## src/rtl/gpio_cap_pkg.sv

```systemverilog
package gpio_cap_pkg;

    // Interrupt trigger chosen per instance at build time.
    typedef enum logic [1:0] {
        TRIG_RISE  = 2'd0,
        TRIG_FALL  = 2'd1,
        TRIG_BOTH  = 2'd2,
        TRIG_LEVEL = 2'd3
    } trig_e;

    // Word index taken from bus_addr[4:2]; the order fixes the offsets.
    typedef enum logic [2:0] {
        RG_DATA = 3'd0,
        RG_DIR  = 3'd1,
        RG_MASK = 3'd2,
        RG_CAP  = 3'd3,
        RG_SET  = 3'd4,
        RG_CLR  = 3'd5,
        RG_GAP6 = 3'd6,
        RG_GAP7 = 3'd7
    } reg_e;

    // One-hot write strobes produced by the address decoder.
    typedef struct packed {
        logic wr_data;
        logic wr_dir;
        logic wr_mask;
        logic wr_cap;
        logic wr_set;
        logic wr_clr;
    } wr_strobe_t;

endpackage

```

## src/rtl/gpio_sync.sv

```systemverilog
module gpio_sync #(
    parameter int W = 32
) (
    input  logic         clk,
    input  logic         rst_n,
    input  logic [W-1:0] async_in,
    output logic [W-1:0] sync_out
);

    logic [W-1:0] stage1_q;
    logic [W-1:0] stage2_q;

    always_ff @(posedge clk or negedge rst_n) begin
        if (!rst_n) begin
            stage1_q <= '0;
            stage2_q <= '0;
        end else begin
            stage1_q <= async_in;
            stage2_q <= stage1_q;
        end
    end

    assign sync_out = stage2_q;

    // Two-edge latency from pin to synchronized value.
    assert_sync_latency_R2: assert property (@(posedge clk) disable iff (!rst_n)
        ($past(rst_n) && $past(rst_n, 2)) |-> (stage2_q == $past(async_in, 2)));

endmodule

```

## src/rtl/gpio_edge_cap.sv

```systemverilog
module gpio_edge_cap
    import gpio_cap_pkg::*;
#(
    parameter int    W    = 32,
    parameter trig_e TRIG = TRIG_RISE
) (
    input  logic         clk,
    input  logic         rst_n,
    input  logic [W-1:0] level_in,
    input  logic [W-1:0] clr_bits,
    output logic [W-1:0] cap_out
);

    if (TRIG == TRIG_LEVEL) begin : g_level
        // No capture storage in level mode; the register reads zero.
        logic unused_clr;
        logic unused_lvl;
        assign unused_clr = ^clr_bits;
        assign unused_lvl = ^level_in;
        assign cap_out    = '0;
    end else begin : g_edge
        logic [W-1:0] prev_q;
        logic [W-1:0] hit;
        logic [W-1:0] cap_q;

        always_ff @(posedge clk or negedge rst_n) begin
            if (!rst_n) prev_q <= '0;
            else        prev_q <= level_in;
        end

        always_comb begin
            unique case (TRIG)
                TRIG_RISE:  hit = level_in & ~prev_q;
                TRIG_FALL:  hit = ~level_in & prev_q;
                TRIG_BOTH:  hit = level_in ^ prev_q;
                TRIG_LEVEL: hit = '0;
            endcase
        end

        // A fresh edge overrides a simultaneous clear request.
        always_ff @(posedge clk or negedge rst_n) begin
            if (!rst_n) cap_q <= '0;
            else        cap_q <= (cap_q & ~clr_bits) | hit;
        end

        assign cap_out = cap_q;

        assert_edge_sets_R9: assert property (@(posedge clk) disable iff (!rst_n)
            (hit != '0) |=> ((cap_q & $past(hit)) == $past(hit)));

        assert_clear_only_R8: assert property (@(posedge clk) disable iff (!rst_n)
            (clr_bits == '0) |=> ((cap_q & $past(cap_q)) == $past(cap_q)));

        assert_no_spurious_R5: assert property (@(posedge clk) disable iff (!rst_n)
            $stable(level_in) |=> ((cap_q & ~$past(cap_q)) == '0));
    end

endmodule

```

## src/rtl/gpio_regs.sv

```systemverilog
module gpio_regs
    import gpio_cap_pkg::*;
#(
    parameter int W = 32
) (
    input  logic         clk,
    input  logic         rst_n,
    input  wr_strobe_t   stb,
    input  logic [W-1:0] wd,
    output logic [W-1:0] out_q,
    output logic [W-1:0] dir_q,
    output logic [W-1:0] mask_q
);

    always_ff @(posedge clk or negedge rst_n) begin
        if (!rst_n) begin
            out_q <= '0;
        end else if (stb.wr_data) begin
            out_q <= wd;
        end else if (stb.wr_set) begin
            out_q <= out_q | wd;
        end else if (stb.wr_clr) begin
            out_q <= out_q & ~wd;
        end
    end

    always_ff @(posedge clk or negedge rst_n) begin
        if (!rst_n)          dir_q <= '0;
        else if (stb.wr_dir) dir_q <= wd;
    end

    always_ff @(posedge clk or negedge rst_n) begin
        if (!rst_n)           mask_q <= '0;
        else if (stb.wr_mask) mask_q <= wd;
    end

    assert_set_bits_R4: assert property (@(posedge clk) disable iff (!rst_n)
        stb.wr_set |=> (((out_q & $past(wd)) == $past(wd)) &&
                        ((out_q & ~$past(wd)) == ($past(out_q) & ~$past(wd)))));

    assert_clr_bits_R4: assert property (@(posedge clk) disable iff (!rst_n)
        stb.wr_clr |=> (((out_q & $past(wd)) == '0) &&
                        ((out_q & ~$past(wd)) == ($past(out_q) & ~$past(wd)))));

    assert_dir_hold_R3: assert property (@(posedge clk) disable iff (!rst_n)
        !stb.wr_dir |=> $stable(dir_q));

endmodule

```

## src/rtl/gpio_edge_top.sv

```systemverilog
module gpio_edge_top
    import gpio_cap_pkg::*;
#(
    parameter int    PIN_COUNT = 32,
    parameter trig_e TRIG_MODE = TRIG_RISE
) (
    input  logic                 clk,
    input  logic                 rst_n,
    input  logic                 bus_en,
    input  logic                 bus_we,
    input  logic [4:0]           bus_addr,
    input  logic [31:0]          bus_wdata,
    output logic [31:0]          bus_rdata,
    input  logic [PIN_COUNT-1:0] pin_in,
    output logic [PIN_COUNT-1:0] pin_out,
    output logic [PIN_COUNT-1:0] pin_oe,
    output logic                 irq
);

    localparam int W       = PIN_COUNT;
    localparam int IDX_LSB = 2;
    localparam int IDX_MSB = 4;

    reg_e         sel;
    wr_strobe_t   stb;
    logic [W-1:0] wr_bits;
    logic [W-1:0] sync_v;
    logic [W-1:0] cap_v;
    logic [W-1:0] out_v;
    logic [W-1:0] dir_v;
    logic [W-1:0] mask_v;
    logic [W-1:0] clr_v;
    logic [W-1:0] rd_w;
    logic         unused_lsb;

    assign sel        = reg_e'(bus_addr[IDX_MSB:IDX_LSB]);
    assign wr_bits    = bus_wdata[W-1:0];
    assign unused_lsb = ^bus_addr[IDX_LSB-1:0];

    // Address decode into one-hot write strobes.
    always_comb begin
        stb = '0;
        if (bus_en && bus_we) begin
            unique case (sel)
                RG_DATA: stb.wr_data = 1'b1;
                RG_DIR:  stb.wr_dir  = 1'b1;
                RG_MASK: stb.wr_mask = 1'b1;
                RG_CAP:  stb.wr_cap  = 1'b1;
                RG_SET:  stb.wr_set  = 1'b1;
                RG_CLR:  stb.wr_clr  = 1'b1;
                RG_GAP6, RG_GAP7: stb = '0;
            endcase
        end
    end

    assign clr_v = stb.wr_cap ? wr_bits : '0;

    gpio_sync #(.W(W)) u_sync (
        .clk      (clk),
        .rst_n    (rst_n),
        .async_in (pin_in),
        .sync_out (sync_v)
    );

    gpio_edge_cap #(.W(W), .TRIG(TRIG_MODE)) u_cap (
        .clk      (clk),
        .rst_n    (rst_n),
        .level_in (sync_v),
        .clr_bits (clr_v),
        .cap_out  (cap_v)
    );

    gpio_regs #(.W(W)) u_regs (
        .clk    (clk),
        .rst_n  (rst_n),
        .stb    (stb),
        .wd     (wr_bits),
        .out_q  (out_v),
        .dir_q  (dir_v),
        .mask_q (mask_v)
    );

    assign pin_out = out_v;
    assign pin_oe  = dir_v;

    // Read multiplexer; set/clear ports and gaps return zero.
    always_comb begin
        rd_w = '0;
        if (bus_en && !bus_we) begin
            unique case (sel)
                RG_DATA: rd_w = sync_v;
                RG_DIR:  rd_w = dir_v;
                RG_MASK: rd_w = mask_v;
                RG_CAP:  rd_w = cap_v;
                RG_SET, RG_CLR, RG_GAP6, RG_GAP7: rd_w = '0;
            endcase
        end
    end

    if (W < 32) begin : g_narrow
        logic unused_hi;
        assign unused_hi = ^bus_wdata[31:W];
        assign bus_rdata = {{(32-W){1'b0}}, rd_w};
    end else begin : g_full
        assign bus_rdata = rd_w;
    end

    if (TRIG_MODE == TRIG_LEVEL) begin : g_irq_level
        assign irq = |(sync_v & mask_v);
    end else begin : g_irq_edge
        assign irq = |(cap_v & mask_v);
    end

    assert_irq_needs_mask_R10: assert property (@(posedge clk) disable iff (!rst_n)
        irq |-> (mask_v != '0));

    assert_gap_reads_zero_R11: assert property (@(posedge clk) disable iff (!rst_n)
        (bus_en && !bus_we && bus_addr[4:3] == 2'b11) |-> (bus_rdata == '0));

    assert_gap_write_inert_R11: assert property (@(posedge clk) disable iff (!rst_n)
        (bus_en && bus_we && bus_addr[4:3] == 2'b11) |=>
            ($stable(out_v) && $stable(dir_v) && $stable(mask_v)));

endmodule

```

## config.mk

```make
export PLATFORM = sky130hd
export DESIGN_NAME = gpio_edge_top
export DESIGN_NICKNAME = d
export VERILOG_FILES = /design/src/rtl/gpio_cap_pkg.sv /design/src/rtl/gpio_sync.sv /design/src/rtl/gpio_edge_cap.sv /design/src/rtl/gpio_regs.sv /design/src/rtl/gpio_edge_top.sv
export SDC_FILE = /design/constraint.sdc
export NUM_CORES = 1
export LEC_CHECK = 0
export ABC_AREA = 0
export BUFFER_PORTS_ARGS = -buffer_cell sky130_fd_sc_hd__buf_2
export CORE_MARGIN = 4
export CORE_UTILIZATION = 49
export CTS_CLUSTER_SIZE = 28
export DETAILED_ROUTE_END_ITERATION = 7
export PLACE_DENSITY = 0.76
export RECOVER_POWER = 25
export SLEW_MARGIN = 10
export SYNTH_ARGS = -nofsm -noshare
export SYNTH_HDL_FRONTEND = slang
export SYNTH_SLANG_ARGS = --single-unit
```

## constraint.sdc

```tcl
create_clock -name clk -period 1.15 [get_ports clk]
set_input_delay 0.115 -clock clk [delete_from_list [all_inputs] [get_ports clk]]
set_output_delay 0.115 -clock clk [all_outputs]
set_load 0.01 [all_outputs]
```

=== Word level (Yosys, flattened, before mapping) ===
Cells that the tools add are included.

* Flip-flop bits (word level): 224
* Output and inout port bits: 97
* Word-level logic and storage cells: 43

* Equality and inequality tests: 7
* Multiplexer cells: 13
* Bitwise operators: 9
* Reduce and logical (&&, ||, !) cells: 7

{| class="wikitable"
|+ Operators by type and width
! cell !! count
|-
| 32-bit 2-to-1 mux || 5
|-
| 32-bit one-hot mux with 5 select lines || 1
|-
| 32-bit bitwise AND || 4
|-
| 32-bit inverter || 3
|-
| 32-bit OR || 2
|-
| 32-bit OR reduction || 1
|-
| 3-bit equality test, second input constant || 4
|-
| 3-bit by 2-bit equality test with 1-bit output, second input constant || 2
|-
| 1-bit 2-to-1 mux || 6
|-
| 6-bit 2-to-1 mux || 1
|-
| 4-bit OR reduction || 1
|-
| 3-bit by 1-bit equality test with 1-bit output, second input constant || 1
|-
| 3-bit zero test || 1
|-
| 3-bit nonzero test || 1
|-
| 1-bit logical AND || 2
|-
| 1-bit zero test || 1
|}

=== Logic depth before layout (Yosys ltp) ===
* Depth in word-level cells: 7
* Gate-level depth with buffers: 6
* Gate-level depth less buffers: 3

=== By module ===
A second synthesis with hierarchy kept.

* Cells, all modules: 681
* Area, all modules: 8,932.3 um^2

{| class="wikitable"
|+ By module, submodules not included
! module !! times used !! cells each !! area each (um^2) !! sequential area each (um^2)
|-
| gpio_regs || 1 || 244 || 3,688.5 || 2,402.3
|-
| gpio_edge_cap || 1 || 160 || 2,242.2 || 1,601.5
|-
| gpio_sync || 1 || 64 || 1,601.5 || 1,601.5
|-
| gpio_edge_top || 1 || 213 || 1,400.1 || 0.0
|}

=== Worst setup path after synthesis ===
OpenSTA, ideal clock, no wires.

* Kind: input -> register
* From: in bus_addr[2]
* To: reg with a tool-made name
* Setup time: 121 ps
* Arrival: 1,317 ps
* Required time: 1,029 ps
* Path slack: -289 ps
* Stages: 6
* Path buffers: 3
* Path through: buf_6 > or3_4 > or2_1 > buf_6 > buf_6 > a32o_1

{| class="wikitable"
|+ RTL lines
! element !! RTL line !! source
|-
| start: declaration || gpio_edge_top.sv:11 || <nowiki>input logic [4:0] bus_addr,</nowiki>
|}

=== Worst setup path after layout ===
* From: reg u_cap.g_edge.cap_q[16] (netlist: u_cap.cap_out[16])
* To: out irq

* Word-level cells in the longest chain between the ends: 2

{| class="wikitable"
|+ Ends and longest elaborated chain
! element !! RTL line !! source
|-
| start: declaration || gpio_edge_cap.sv:24 || <nowiki>logic [W-1:0] cap_q;</nowiki>
|-
| start signal: assignment || gpio_edge_cap.sv:43 || <nowiki>else cap_q <= (cap_q & ~clr_bits) | hit;</nowiki>
|-
| 32-bit bitwise AND || gpio_edge_top.sv:111 || <nowiki>assign irq = |(cap_v & mask_v);</nowiki>
|-
| 32-bit OR reduction || gpio_edge_top.sv:111 ||
|-
| end: declaration || gpio_edge_top.sv:17 || <nowiki>output logic irq</nowiki>
|}

Every way passes these cells.

==> flow_metrics.py <==
metrics = {
    "timing": {
        "max_slew_margin_pct": 55.55,
        "rsz0062_at_grt": "yes",
        "setup_tns_ns": -16.54,
        "skew_ns": 0.02310,
        "fmax_ghz": 0.4736,
        "post-route-period-util_pct": 183.6,
        "setup_viol": 80,
        "worstMarginPinSlew_ns": 0.6667,
        "hold_violations": 0,
        "holdWs_ns": 0.2013,
        "fin_crit_ns": 2.111,
        "layout_setup_ws_ns": -0.9615,
        "drv_slew": 0,
    },
    "logic_synthesis": {
        "netlist_instances": 680,
        "yosys.cell_types.count": 25,
        "avgSynthCellArea_um2": 12.64,
        "synth_nets": 753,
        "synth_edf_count": 0,
        "async_flop_share_pct": 100.0,
        "synthFlopType": "dfrtp_1",
        "ys_warn_count": 0,
        "syn-cell-area_um2": 8597,
        "seq_area_frac_synth_pct": 65.20,
        "synth_seq_cells": 224,
    },
    "route": {
        "routed_wl_um": 26890,
        "drtAntennaViolNets": 0,
        "wire_per_inst_um": 21.19,
        "vias": 7057,
        "via_per_inst": 5.561,
        "dr.pass1.iters": 5,
        "drc_errors": 0,
        "drtIter0Drc": 489,
    },
    "critical_path": {
        "ff2ff_path_depth": 3,
        "worstPathArrival_ns": 2.00,
        "cpPeakStageDelay_ns": 0.55,
        "crit_type": "register to output port",
        "critPathMaxFanout": 2,
        "worstPathCellList": "a22oi_2 > nand4_1 > or4_4 > buf_6",
        "rr_startpoint": "u_regs.dir_q[0]$_DFFE_PN0P_",
        "crit_path_end_kind": "output port",
        "rrSetupSlack_ns": 0.08,
        "cp.depth": 4,
        "crit_path_top_delay_cell": "or4_4",
        "r2r-end": "u_regs.dir_q[0]$_DFFE_PN0P_",
        "crit_family": "simple AND/OR/NAND/NOR gates",
        "startpoint": "u_cap.cap_out[16]$_DFF_PN0_",
        "crit_required_ns": 1.03,
        "crit_path_start_kind": "register",
        "critical_path_buf_inv_count": 1,
    },
    "power_and_ir_drop": {
        "p_int_mw": 16.00,
        "seq_power_share_pct": 44.0,
        "p_switching_mw": 5.830,
        "power.combinational.fraction_pct": 22.1,
        "p_sw_share_pct": 26.71,
        "power_density_nw_per_um2": 1694,
        "leakagePower_nw": 5.979,
        "pwr-share-clk_pct": 33.9,
        "irDropWorstVdd_mv": 1.250,
    },
    "clock_tree": {
        "cts.path.max_buffers": 3,
        "ctsRootBufferMaster": "clkbuf_16",
        "cts_tree": "built",
        "clk-insertion-delay-late_ns": 0.52,
        "path_clk_slew_ns": 0.06,
        "cts_inserted_buffers": 24,
        "htree_levels": 1,
        "clock-sinks": 224,
    },
    "status": {
        "failed_checks": "setup timing",
        "outcome": "complete, but fails checks",
    },
    "final_layout": {
        "n_fill_cell": 1023,
        "nNetsFinal": 1100,
        "area_growth_syn_to_layout_pct": 49.86,
        "instances_no_fill": 1269,
        "utilization_pct": 74.75,
        "drive_gt1_share_pct": 44.10,
    },
    "global_routing": {
        "grt_max_degree": 43,
        "grt_pass1_wl_um": 40250,
        "grt_pass1_vias": 7274,
        "antenna_found_initial": 1,
        "grt_usage_pct": 25.67,
        "gr-total-overflow": 0,
    },
    "die": {
        "top_level_ports": 170,
        "row_count": 48,
        "core_um2": 17240,
        "fp.dieH_um": 140.5,
        "die_area_um2": 19730,
        "start_util_pct": 49.88,
        "die-width_um": 140.5,
    },
    "hold_path": {
        "min_path_type": "input port to asynchronous set/reset pin",
    },
    "placement": {
        "post-place-cells": 1123,
        "io_buffer_count": 167,
        "dp_hpwl_um": 15990,
        "place_congestion": 0.8117,
    },
    "run": {
        "maxCapViolCount": 0,
    },
}
[metal layers]
layer,part of all wire [%],up-vias,GRT usage (%)
li1,-,3117,-
met1,41,3565,34.65
met2,49,299,41.89
met3,6.4,76,4.985
met4,3.7,0,9.077
met5,0,-,0
[worst max path at each step]
stage / to / slack, ns
after floorplan: register / -0.25
after global placement: irq / -0.46
after detailed placement: irq / -0.49
after CTS: irq / -0.92
after global routing: irq / -1.06
final: irq / -0.96
[kinds of logic (layout without fill, tap and decap cells)]
group	Yosys count	in the layout	share of synthesized area, %
buf+inv	73	436	3.769
mux	96	96	12.11
simple gates	111	111	5.414
compound gates	176	176	13.51
other cells	0	1	0
flops	224	224	65.20
[layout make-up]
cell class              instances  area (um^2)  area share (%)
diodes                          1        2.502         0.01942
clock buffers                  33        674.4           5.235
clock inverters                 9        83.83          0.6507
inverters                      32        120.1          0.9323
multi-input cells             383         3224           25.03
flip-flops and latches        224         5605           43.51
well taps                     225        281.5           2.185
repair buffers                362         2892           22.44
[power groups by stage]
stage	clock network [mW]	logic (mW)	registers, mW
finish	7.40	4.83	9.61
global route	7.86	5.14	9.70
CTS	7.46	4.25	9.51
detailed placement	0	3.73	9.60
global placement	0	3.63	9.57
floorplan	0	1.60	9.75
[layout by cell type, fill, tap and decap left out, types with 2 or more instances in the layout]
cell and instances:
clkbuf_1 6, dfrtp_1 224, nand2_1 65, buf_6 52, clkbuf_16 24, dlygate4sd3_1 65
nor2_2 2, nand4_1 4, buf_4 87, a211oi_2 32, a22oi_1 9, a32o_1 32
mux2i_1 21, nor2_1 27, mux2i_4 3, nor2_4 4, mux2_2 5, o21ai_0 88
mux2_4 59, inv_1 32, buf_2 142, mux2i_2 8, clkbuf_8 4, buf_12 14
o21ai_1 7, a22oi_2 7, clkinv_2 6
[stage by stage]
step                      total power, mW  worst slack (ns)  instance area, um^2
after floorplan                     11.35           -0.2513                 9051
after global placement              13.19           -0.4626                10790
after detailed placement            13.34           -0.4871                10790
after CTS                           21.23           -0.9227                12480
after global routing                22.70            -1.059                12880
final                               21.83           -0.9615                12880
[synthesized netlist by cell type (4+ instances only)]
master	count	area, um^2
inv_1	32	120.1
nand4_1	4	25.02
dfrtp_1	224	5605
buf_6	5	56.30
o21ai_1	6	30.03
mux2_1	13	146.4
nand2_1	65	244.0
clkbuf_1	26	97.59
a22oi_1	16	120.1
a32o_1	32	320.3
a211oi_1	32	240.2
mux2_2	51	574.3
o21ai_0	90	450.4
buf_2	10	50.05
nor2_1	33	123.9
mux2i_1	32	320.3
[what timing repair did]
action,4_1_cts,5_1_grt
pin swaps,37,10
setup buffers,24,32
endpoints found under the setup margin,85,97
hold endpoints to repair,383,0
hold buffers,65,0
gates resized for setup,43,49
No activity file was read; power rests on OpenSTA's default activity.
